$ cat src/rtl/rxd_pkg.sv
package rxd_pkg;
  localparam int LEN_W  = 12;
  localparam int CNT_W  = 16;
  localparam logic [31:0] FREE_BIT = 32'h8000_0000;

  typedef enum logic [3:0] {
    ST_IDLE, ST_RD_CTL, ST_RD_BUF, ST_RD_NXT, ST_RECV, ST_WR, ST_WB, ST_DROP
  } eng_state_t;

  localparam logic [2:0] RA_CTRL = 3'd0;
  localparam logic [2:0] RA_PTR  = 3'd1;
  localparam logic [2:0] RA_STAT = 3'd2;
  localparam logic [2:0] RA_IEN  = 3'd3;
  localparam logic [2:0] RA_ISR  = 3'd4;

  function automatic logic [LEN_W-1:0] stored_len(input logic [CNT_W-1:0] got,
                                                   input logic [LEN_W-1:0] cap);
    if (got > CNT_W'(cap)) return cap;
    return got[LEN_W-1:0];
  endfunction

  function automatic logic [31:0] wb_word(input logic [LEN_W-1:0] n);
    return {{(32-LEN_W){1'b0}}, n};
  endfunction

  function automatic logic [3:0] lane_bit(input logic [1:0] lane, input logic on);
    return on ? (4'b0001 << lane) : 4'b0000;
  endfunction

  function automatic logic [31:0] put_byte(input logic [31:0] w, input logic [1:0] lane,
                                           input logic [7:0] b);
    logic [31:0] r;
    r = w;
    r[lane*8 +: 8] = b;
    return r;
  endfunction
endpackage

$ cat src/rtl/rxd_regs.sv
module rxd_regs
  import rxd_pkg::*;
#(
  parameter int AW    = 32,
  parameter int CNT_BITS = 8
) (
  input  logic          clk,
  input  logic          rst_n,
  input  logic          reg_we,
  input  logic [2:0]    reg_addr,
  input  logic [31:0]   reg_wdata,
  output logic [31:0]   reg_rdata,
  input  logic          evt_pkt,
  input  logic          evt_ovf,
  input  logic          evt_berr,
  input  logic [AW-1:0] cur_ptr,
  output logic          en,
  output logic          ptr_load,
  output logic [AW-1:0] ptr_val,
  output logic [CNT_BITS-1:0] pkt_cnt,
  output logic          irq
);
  localparam logic [CNT_BITS-1:0] CNT_MAX = '1;

  logic       ovf_q, berr_q;
  logic [7:0] ien_q;
  logic       wr_stat, cnt_inc, cnt_dec;
  logic [7:0] isr;

  assign wr_stat  = reg_we && (reg_addr == RA_STAT);
  assign cnt_inc  = evt_pkt && (pkt_cnt != CNT_MAX);
  assign cnt_dec  = wr_stat && reg_wdata[0] && (pkt_cnt != '0);
  assign ptr_load = reg_we && (reg_addr == RA_PTR);
  assign ptr_val  = reg_wdata[AW-1:0];

  always_ff @(posedge clk) begin
    if (!rst_n) begin
      en      <= 1'b0;
      ien_q   <= '0;
      ovf_q   <= 1'b0;
      berr_q  <= 1'b0;
      pkt_cnt <= '0;
    end else begin
      if (reg_we && reg_addr == RA_CTRL) en <= reg_wdata[0];
      if (reg_we && reg_addr == RA_IEN)  ien_q <= reg_wdata[7:0];
      ovf_q  <= (ovf_q  && !(wr_stat && reg_wdata[2])) || evt_ovf;
      berr_q <= (berr_q && !(wr_stat && reg_wdata[3])) || evt_berr;
      case ({cnt_inc, cnt_dec})
        2'b10:   pkt_cnt <= pkt_cnt + 1'b1;
        2'b01:   pkt_cnt <= pkt_cnt - 1'b1;
        default: pkt_cnt <= pkt_cnt;
      endcase
    end
  end

  always_comb begin
    isr    = '0;
    isr[4] = (pkt_cnt != '0);
    isr[6] = ovf_q;
    isr[7] = berr_q;
  end

  assign irq = |(isr & ien_q);

  always_comb begin
    reg_rdata = '0;
    case (reg_addr)
      RA_CTRL: reg_rdata[0] = en;
      RA_PTR:  reg_rdata = 32'(cur_ptr);
      RA_STAT: begin
        reg_rdata[16 +: CNT_BITS] = pkt_cnt;
        reg_rdata[0] = (pkt_cnt != '0);
        reg_rdata[2] = ovf_q;
        reg_rdata[3] = berr_q;
      end
      RA_IEN:  reg_rdata[7:0] = ien_q;
      RA_ISR:  reg_rdata[7:0] = isr;
      default: reg_rdata = '0;
    endcase
  end
endmodule

$ cat src/rtl/rxd_engine.sv
module rxd_engine
  import rxd_pkg::*;
#(
  parameter int AW = 32
) (
  input  logic          clk,
  input  logic          rst_n,
  input  logic          en,
  input  logic          ptr_load,
  input  logic [AW-1:0] ptr_val,
  output logic [AW-1:0] cur_ptr,
  input  logic          s_valid,
  input  logic [7:0]    s_data,
  input  logic          s_last,
  output logic          s_ready,
  output logic          mem_req,
  output logic          mem_we,
  output logic [AW-1:0] mem_addr,
  output logic [31:0]   mem_wdata,
  output logic [3:0]    mem_be,
  input  logic [31:0]   mem_rdata,
  input  logic          mem_ack,
  input  logic          mem_err,
  output logic          evt_pkt,
  output logic          evt_ovf,
  output logic          evt_berr,
  output logic          wb_phase,
  output logic          idle
);
  localparam logic [AW-1:0] OFS_CTL = AW'(4);
  localparam logic [AW-1:0] OFS_NXT = AW'(8);

  eng_state_t st;
  logic [AW-1:0]    nxt_q, buf_q, wr_addr_q;
  logic [LEN_W-1:0] cap_q;
  logic [CNT_W-1:0] got_q;
  logic [31:0]      wbuf_q;
  logic [3:0]       be_q;
  logic             last_q;

  logic [1:0] lane;
  logic       in_room, take, word_end;
  logic [3:0] be_nx;
  logic       rd_ok, rd_bad;

  assign lane     = got_q[1:0];
  assign in_room  = got_q < CNT_W'(cap_q);
  assign s_ready  = (st == ST_RECV) || (st == ST_DROP);
  assign take     = s_valid && s_ready;
  assign word_end = (lane == 2'd3) || s_last;
  assign be_nx    = be_q | lane_bit(lane, in_room);
  assign rd_ok    = mem_ack && !mem_err;
  assign rd_bad   = mem_ack && mem_err;
  assign wb_phase = (st == ST_WB);
  assign idle     = (st == ST_IDLE);

  always_comb begin
    mem_req   = 1'b0;
    mem_we    = 1'b0;
    mem_addr  = cur_ptr;
    mem_wdata = '0;
    mem_be    = 4'hF;
    case (st)
      ST_RD_CTL: begin mem_req = 1'b1; mem_addr = cur_ptr + OFS_CTL; end
      ST_RD_BUF: begin mem_req = 1'b1; mem_addr = cur_ptr; end
      ST_RD_NXT: begin mem_req = 1'b1; mem_addr = cur_ptr + OFS_NXT; end
      ST_WR: begin
        mem_req = 1'b1; mem_we = 1'b1;
        mem_addr = wr_addr_q; mem_wdata = wbuf_q; mem_be = be_q;
      end
      ST_WB: begin
        mem_req = 1'b1; mem_we = 1'b1;
        mem_addr = cur_ptr + OFS_CTL;
        mem_wdata = wb_word(stored_len(got_q, cap_q));
      end
      default: ;
    endcase
  end

  always_comb begin
    evt_pkt  = 1'b0;
    evt_ovf  = 1'b0;
    evt_berr = mem_req && rd_bad;
    if (st == ST_WB && rd_ok) evt_pkt = 1'b1;
    if (st == ST_RD_CTL && rd_ok && !mem_rdata[31]) evt_ovf = 1'b1;
  end

  always_ff @(posedge clk) begin
    if (!rst_n) begin
      st        <= ST_IDLE;
      cur_ptr   <= '0;
      nxt_q     <= '0;
      buf_q     <= '0;
      wr_addr_q <= '0;
      cap_q     <= '0;
      got_q     <= '0;
      wbuf_q    <= '0;
      be_q      <= '0;
      last_q    <= 1'b0;
    end else begin
      case (st)
        ST_IDLE: if (en && s_valid) st <= ST_RD_CTL;
        ST_RD_CTL: if (mem_ack) begin
          if (mem_err || !mem_rdata[31]) st <= ST_DROP;
          else begin
            cap_q <= mem_rdata[LEN_W-1:0];
            got_q <= '0;
            be_q  <= '0;
            st    <= ST_RD_BUF;
          end
        end
        ST_RD_BUF: if (mem_ack) begin
          buf_q <= mem_rdata[AW-1:0];
          st    <= mem_err ? ST_DROP : ST_RD_NXT;
        end
        ST_RD_NXT: if (mem_ack) begin
          nxt_q <= mem_rdata[AW-1:0];
          st    <= mem_err ? ST_DROP : ST_RECV;
        end
        ST_RECV: if (take) begin
          wbuf_q <= put_byte(wbuf_q, lane, s_data);
          be_q   <= be_nx;
          got_q  <= (got_q == '1) ? got_q : got_q + 1'b1;
          if (in_room) wr_addr_q <= buf_q + AW'({got_q[CNT_W-1:2], 2'b00});
          if (word_end) begin
            last_q <= s_last;
            if (be_nx != '0) st <= ST_WR;
            else if (s_last) st <= ST_WB;
          end
        end
        ST_WR: if (mem_ack) begin
          be_q <= '0;
          if (mem_err) st <= last_q ? ST_IDLE : ST_DROP;
          else         st <= last_q ? ST_WB : ST_RECV;
        end
        ST_WB: if (mem_ack) begin
          if (!mem_err) cur_ptr <= nxt_q;
          st <= ST_IDLE;
        end
        ST_DROP: if (take && s_last) st <= ST_IDLE;
        default: st <= ST_IDLE;
      endcase
      if (ptr_load) cur_ptr <= ptr_val;
    end
  end
endmodule

$ cat src/rtl/rxd_ring_dma.sv
module rxd_ring_dma #(
  parameter int AW = 32,
  parameter int CNT_BITS = 8
) (
  input  logic          clk,
  input  logic          rst_n,
  input  logic          s_valid,
  input  logic [7:0]    s_data,
  input  logic          s_last,
  output logic          s_ready,
  output logic          mem_req,
  output logic          mem_we,
  output logic [AW-1:0] mem_addr,
  output logic [31:0]   mem_wdata,
  output logic [3:0]    mem_be,
  input  logic [31:0]   mem_rdata,
  input  logic          mem_ack,
  input  logic          mem_err,
  input  logic          reg_we,
  input  logic [2:0]    reg_addr,
  input  logic [31:0]   reg_wdata,
  output logic [31:0]   reg_rdata,
  output logic          irq
);
  logic          ctl_en, ptr_load, evt_pkt, evt_ovf, evt_berr, wb_phase, eng_idle;
  logic [AW-1:0] ptr_val, cur_ptr;
  logic [CNT_BITS-1:0] pkt_cnt;

  rxd_regs #(.AW(AW), .CNT_BITS(CNT_BITS)) u_regs (
    .clk(clk), .rst_n(rst_n),
    .reg_we(reg_we), .reg_addr(reg_addr), .reg_wdata(reg_wdata), .reg_rdata(reg_rdata),
    .evt_pkt(evt_pkt), .evt_ovf(evt_ovf), .evt_berr(evt_berr),
    .cur_ptr(cur_ptr), .en(ctl_en), .ptr_load(ptr_load), .ptr_val(ptr_val),
    .pkt_cnt(pkt_cnt), .irq(irq)
  );

  rxd_engine #(.AW(AW)) u_eng (
    .clk(clk), .rst_n(rst_n), .en(ctl_en),
    .ptr_load(ptr_load), .ptr_val(ptr_val), .cur_ptr(cur_ptr),
    .s_valid(s_valid), .s_data(s_data), .s_last(s_last), .s_ready(s_ready),
    .mem_req(mem_req), .mem_we(mem_we), .mem_addr(mem_addr), .mem_wdata(mem_wdata),
    .mem_be(mem_be), .mem_rdata(mem_rdata), .mem_ack(mem_ack), .mem_err(mem_err),
    .evt_pkt(evt_pkt), .evt_ovf(evt_ovf), .evt_berr(evt_berr),
    .wb_phase(wb_phase), .idle(eng_idle)
  );
endmodule

$ cat config.mk
export PLATFORM = sky130hd
export DESIGN_NAME = rxd_ring_dma
export DESIGN_NICKNAME = d
export VERILOG_FILES = /design/src/rtl/rxd_pkg.sv /design/src/rtl/rxd_regs.sv /design/src/rtl/rxd_engine.sv /design/src/rtl/rxd_ring_dma.sv
export SDC_FILE = /design/constraint.sdc
export NUM_CORES = 1
export LEC_CHECK = 0
export BUFFER_PORTS_ARGS = -buffer_cell sky130_fd_sc_hd__buf_2
export CAP_MARGIN = 25
export CORE_MARGIN = 5
export CORE_UTILIZATION = 39
export DETAILED_ROUTE_END_ITERATION = 12
export PLACE_DENSITY = 0.63
export SLEW_MARGIN = 20
export SYNTH_ARGS = -nofsm -noshare
export SYNTH_HDL_FRONTEND = slang
export SYNTH_SLANG_ARGS = --single-unit
$ cat constraint.sdc
create_clock -name clk -period 4.9 [get_ports clk]
set_clock_uncertainty 0.05 [all_clocks]
set_input_delay 0.735 -clock clk [delete_from_list [all_inputs] [get_ports clk]]
set_output_delay 0.735 -clock clk [all_outputs]
set_load 0.01 [all_outputs]
==> flow_metrics.env <==
export IMPL_outcome="finished, final reports clean"
export IMPL_clock_power_share_pct=37.1
export IMPL_crit_path_start_kind="flop"
export IMPL_core_mm2=0.0325
export IMPL_cp_required_ps=4120
export IMPL_avgSynthCellArea_um2=7.54
export IMPL_path_clk_slew_ps=60
export IMPL_grt_overflow=0
export IMPL_grt_pass1_vias=11800
export IMPL_crit_chain="buf_4 > nor3b_1 > a21oi_1 > buf_4 > o22ai_1 > nand3_1 > o31ai_1 > a21o_1 > buf_2"
export IMPL_placementRows=66
export IMPL_syn_nets=1822
export IMPL_maxCapViolCount=0
export IMPL_max_freq_mhz=233
export IMPL_p_seq_share_pct=39.0
export IMPL_seq_area_frac_synth_pct=33.7
export IMPL_timing_rr_start="u_eng.st[1]"
export IMPL_p_per_area_mw_per_mm2=340
export IMPL_cts_setup_buffers=0
export IMPL_postRouteAntennaNets=0
export IMPL_cp_common_cell="buf_4"
export IMPL_die_x_um=191
export IMPL_combPwrFrac_pct=24.0
export IMPL_synth_top_cells_by_area="dfxtp_1 34%, nand2_1 8.8%, a21oi_1 7.1%"
export IMPL_fin_nets=1943
export IMPL_p_int_mw=3.33
export IMPL_end_kind="primary output"
export IMPL_via_count=13000
export IMPL_synthMuxAreaShare_pct=5.71
export IMPL_clkLatencyLatePin_ps=540
export IMPL_cts_sinks=215
export IMPL_firstDrtPassIters=6
export IMPL_finalSetupViolCount=0
export IMPL_hold_viol_final=0
export IMPL_cts_buffer_depth=3
export IMPL_hold_worst_slack_ps=397
export IMPL_routedWlPerCell_um=20.2
export IMPL_totalWireLength_um=46000
export IMPL_min_to="u_eng.wbuf_q[24]"
export IMPL_min_from="u_eng.wbuf_q[24]"
export IMPL_drv_slew=0
export IMPL_cts_tree="done"
export IMPL_slowest_delay_ps=760
export IMPL_antenna_found_initial=1
export IMPL_fp_dieArea_mm2=0.0365
export IMPL_ys_ff_latch=215
export IMPL_fillCellCount=3289
export IMPL_cp_slowest_cell="dfxtp_1"
export IMPL_hold_path_class="flop to flop"
export IMPL_holdBufCountCts=0
export IMPL_ys_types=77
export IMPL_port_buffers=185
export IMPL_grt_pass1_wl_um=69200
export IMPL_min_period_ps=4290
export IMPL_via_per_inst=5.73
export IMPL_yosys_area_share_adder_pct=4.72
export IMPL_synth_top_family_by_area="simple AND/OR/NAND/NOR gates"
export IMPL_switching_power_mw=1.71
export IMPL_reg2reg_depth=11
export IMPL_drt_iter0_drc=1296
export IMPL_yosys_area_top_type="dfxtp_1"
export IMPL_worst_setup_path_type="flop to primary output"
export IMPL_synth_edff_count=0
export IMPL_drc=0
export IMPL_period_share_pct=87.5
export IMPL_p_leak_nw=5.74
export IMPL_ioPinCount=186
export IMPL_worst_pin_slew_ps=995
export IMPL_swShare_pct=33.9
export IMPL_postCtsResizedCells=0
export IMPL_synth_compound_area_share_pct=22.1
export IMPL_fp_dieH_um=191
export IMPL_synth_warnings=0
export IMPL_finalSetupTns_ps=0
export IMPL_grt_setup_unrepaired="false"
export IMPL_min_path_cells=2
export IMPL_reg2reg_slack_ps=1170
export IMPL_dp_hpwl_um=34300
export IMPL_worstPathArrival_ps=3500
export IMPL_grt_use_total_pct=23.7
export IMPL_syn2layout_area_growth_pct=16.2
export IMPL_initial_core_util_pct=39.3
export IMPL_synth_xor_area_share_pct=2.88
export IMPL_cts_buffers=25
export IMPL_r2r_end="u_regs.pkt_cnt[7]"
export IMPL_cts_htree_levels=1
export IMPL_postSynth_asyncResetShare_pct=0
export IMPL_root_buffer="clkbuf_16"
export IMPL_synth_top_cell_area_share_pct=33.7
export IMPL_yosys_area_share_simple_pct=25.9
export IMPL_peakVddDrop_mv=0.242
export IMPL_ys_flop_type="dfxtp_1"
export IMPL_syn_inst=1693
export IMPL_relSlewSlack_pct=33.0
export IMPL_drive_gt1_share_pct=15.2
export IMPL_critPathMaxFanout=23
export IMPL_grt_max_degree=85
export IMPL_netlist_area_mm2=0.0128
export IMPL_place_congestion=0.978
worst max-delay path by stage:
stage,start,endpoint,slack [ps],cells past startpoint
floorplan,mem_ack,u_regs.pkt_cnt[7],1220,14
global placement,reg_addr[1],u_regs.pkt_cnt[7],1100,13
detailed placement,reg_addr[1],u_regs.pkt_cnt[7],1090,13
CTS,u_eng.got_q[9],mem_wdata[11],690,8
global route,u_eng.st[0],mem_addr[28],450,9
finish,u_eng.st[0],mem_addr[28],610,9
sequential cells by signal, summed over array words and instances (netlist names), 4 cells and up:
name and count:
u_eng.buf_q 32, u_eng.cur_ptr 32, u_eng.nxt_q 32, u_eng.wbuf_q 32, u_eng.wr_addr_q 32, u_eng.got_q 16, u_eng.cap_q 12, u_regs.ien_q 8
u_regs.pkt_cnt 8, u_eng.be_q 4
worst max-delay path, delay by kind of cell, from the launching register on:
| family | cells | cell delay (ps) |
|---|---|---|
| buf+inv | 3 | 740 |
| compound gates | 4 | 760 |
| simple gates | 2 | 700 |
| flops | 1 | 760 |
kinds of logic (layout without fill, tap and decap cells):
kind of cell,after synthesis,in the layout
buf+inv,159,296
simple gates,711,711
other cells,0,1
mux,71,71
compound gates,448,448
fa+ha+maj,47,47
flops,215,215
xor+xnor,42,42
through the flow:
step,cell area [um2],setup WS [ps],instances,power (mW),util (%)
2_1_floorplan,12800,1220,1693,2.75,-
3_3_place_gp,14000,1100,2226,3.17,43.1
3_5_place_dp,14000,1090,2228,3.18,43.2
4_1_cts,14800,685,2271,5.04,45.7
5_1_grt,14800,449,2273,5.24,45.7
6_report,14800,611,2273,5.04,45.7
metal layers:
layer	track usage, %	vias to the layer above	routed length, um
met5	0	-	0
met1	35.0	6212	21300
met4	5.36	0	974
met3	3.52	52	3630
met2	36.7	468	20100
li1	-	6295	-
power by group through the flow:
stage	Clock (mW)	Combinational, mW	Sequential [mW]
2_1_floorplan	0	0.849	1.90
3_3_place_gp	0	1.18	1.99
3_5_place_dp	0	1.18	1.99
4_1_cts	1.90	1.19	1.96
5_1_grt	1.96	1.30	1.97
6_report	1.87	1.21	1.96
final cells by class:
type	instances	area (um2)	share of cell area [%]
sequential	215	4310	29.0
timing repair buffer	213	1170	7.88
clock inverter	7	91.3	0.616
tap	442	553	3.73
antenna	1	2.50	0.0169
inverter	40	153	1.03
clock buffer	36	707	4.77
multi-input combinational	1319	7850	52.9
cell usage in the layout (no fill, tap or decap), types with 10 or more instances in the layout:
cell type	Yosys	layout
a211oi_1	44	44
a21o_1	10	10
a21oi_1	180	180
a31oi_1	12	12
and2_1	25	25
and3_1	31	31
buf_2	7	185
buf_4	0	25
clkbuf_16	0	25
dfxtp_1	215	214
ha_1	45	45
inv_1	38	38
mux2i_1	65	65
nand2_1	300	299
nand3_1	78	78
nand4_1	24	24
nor2_1	134	132
nor2b_1	14	14
nor3_1	31	29
nor4_1	18	17
o211ai_1	11	11
o21ai_0	83	83
o22ai_1	11	11
or3_1	16	16
xnor2_1	24	24
xor2_1	18	18
Yosys cell counts (4+ instances only):
master	number
a21boi_0	5
a221o_1	6
o31a_1	4
a211o_1	6
nand3b_1	5
nor2b_1	14
a22o_1	8
nand2b_1	5
xor2_1	18
o2111ai_1	9
mux2i_1	65
nor2_1	134
a211oi_1	44
xnor2_1	24
a31oi_1	12
inv_1	38
clkbuf_1	99
o22ai_1	11
buf_1	10
o211ai_1	11
and2_1	25
ha_1	45
o21ai_0	83
and4_1	8
nand2_1	300
a21o_1	10
mux2_2	5
nand4_1	24
and3_1	31
a21oi_1	180
o21a_1	5
dfxtp_1	215
o31ai_1	7
nor4_1	18
nor3_1	31
a22oi_1	8
o221ai_1	9
buf_2	7
nor3b_1	8
or3_1	16
nand3_1	78
Power figures use the tool's default switching activity.
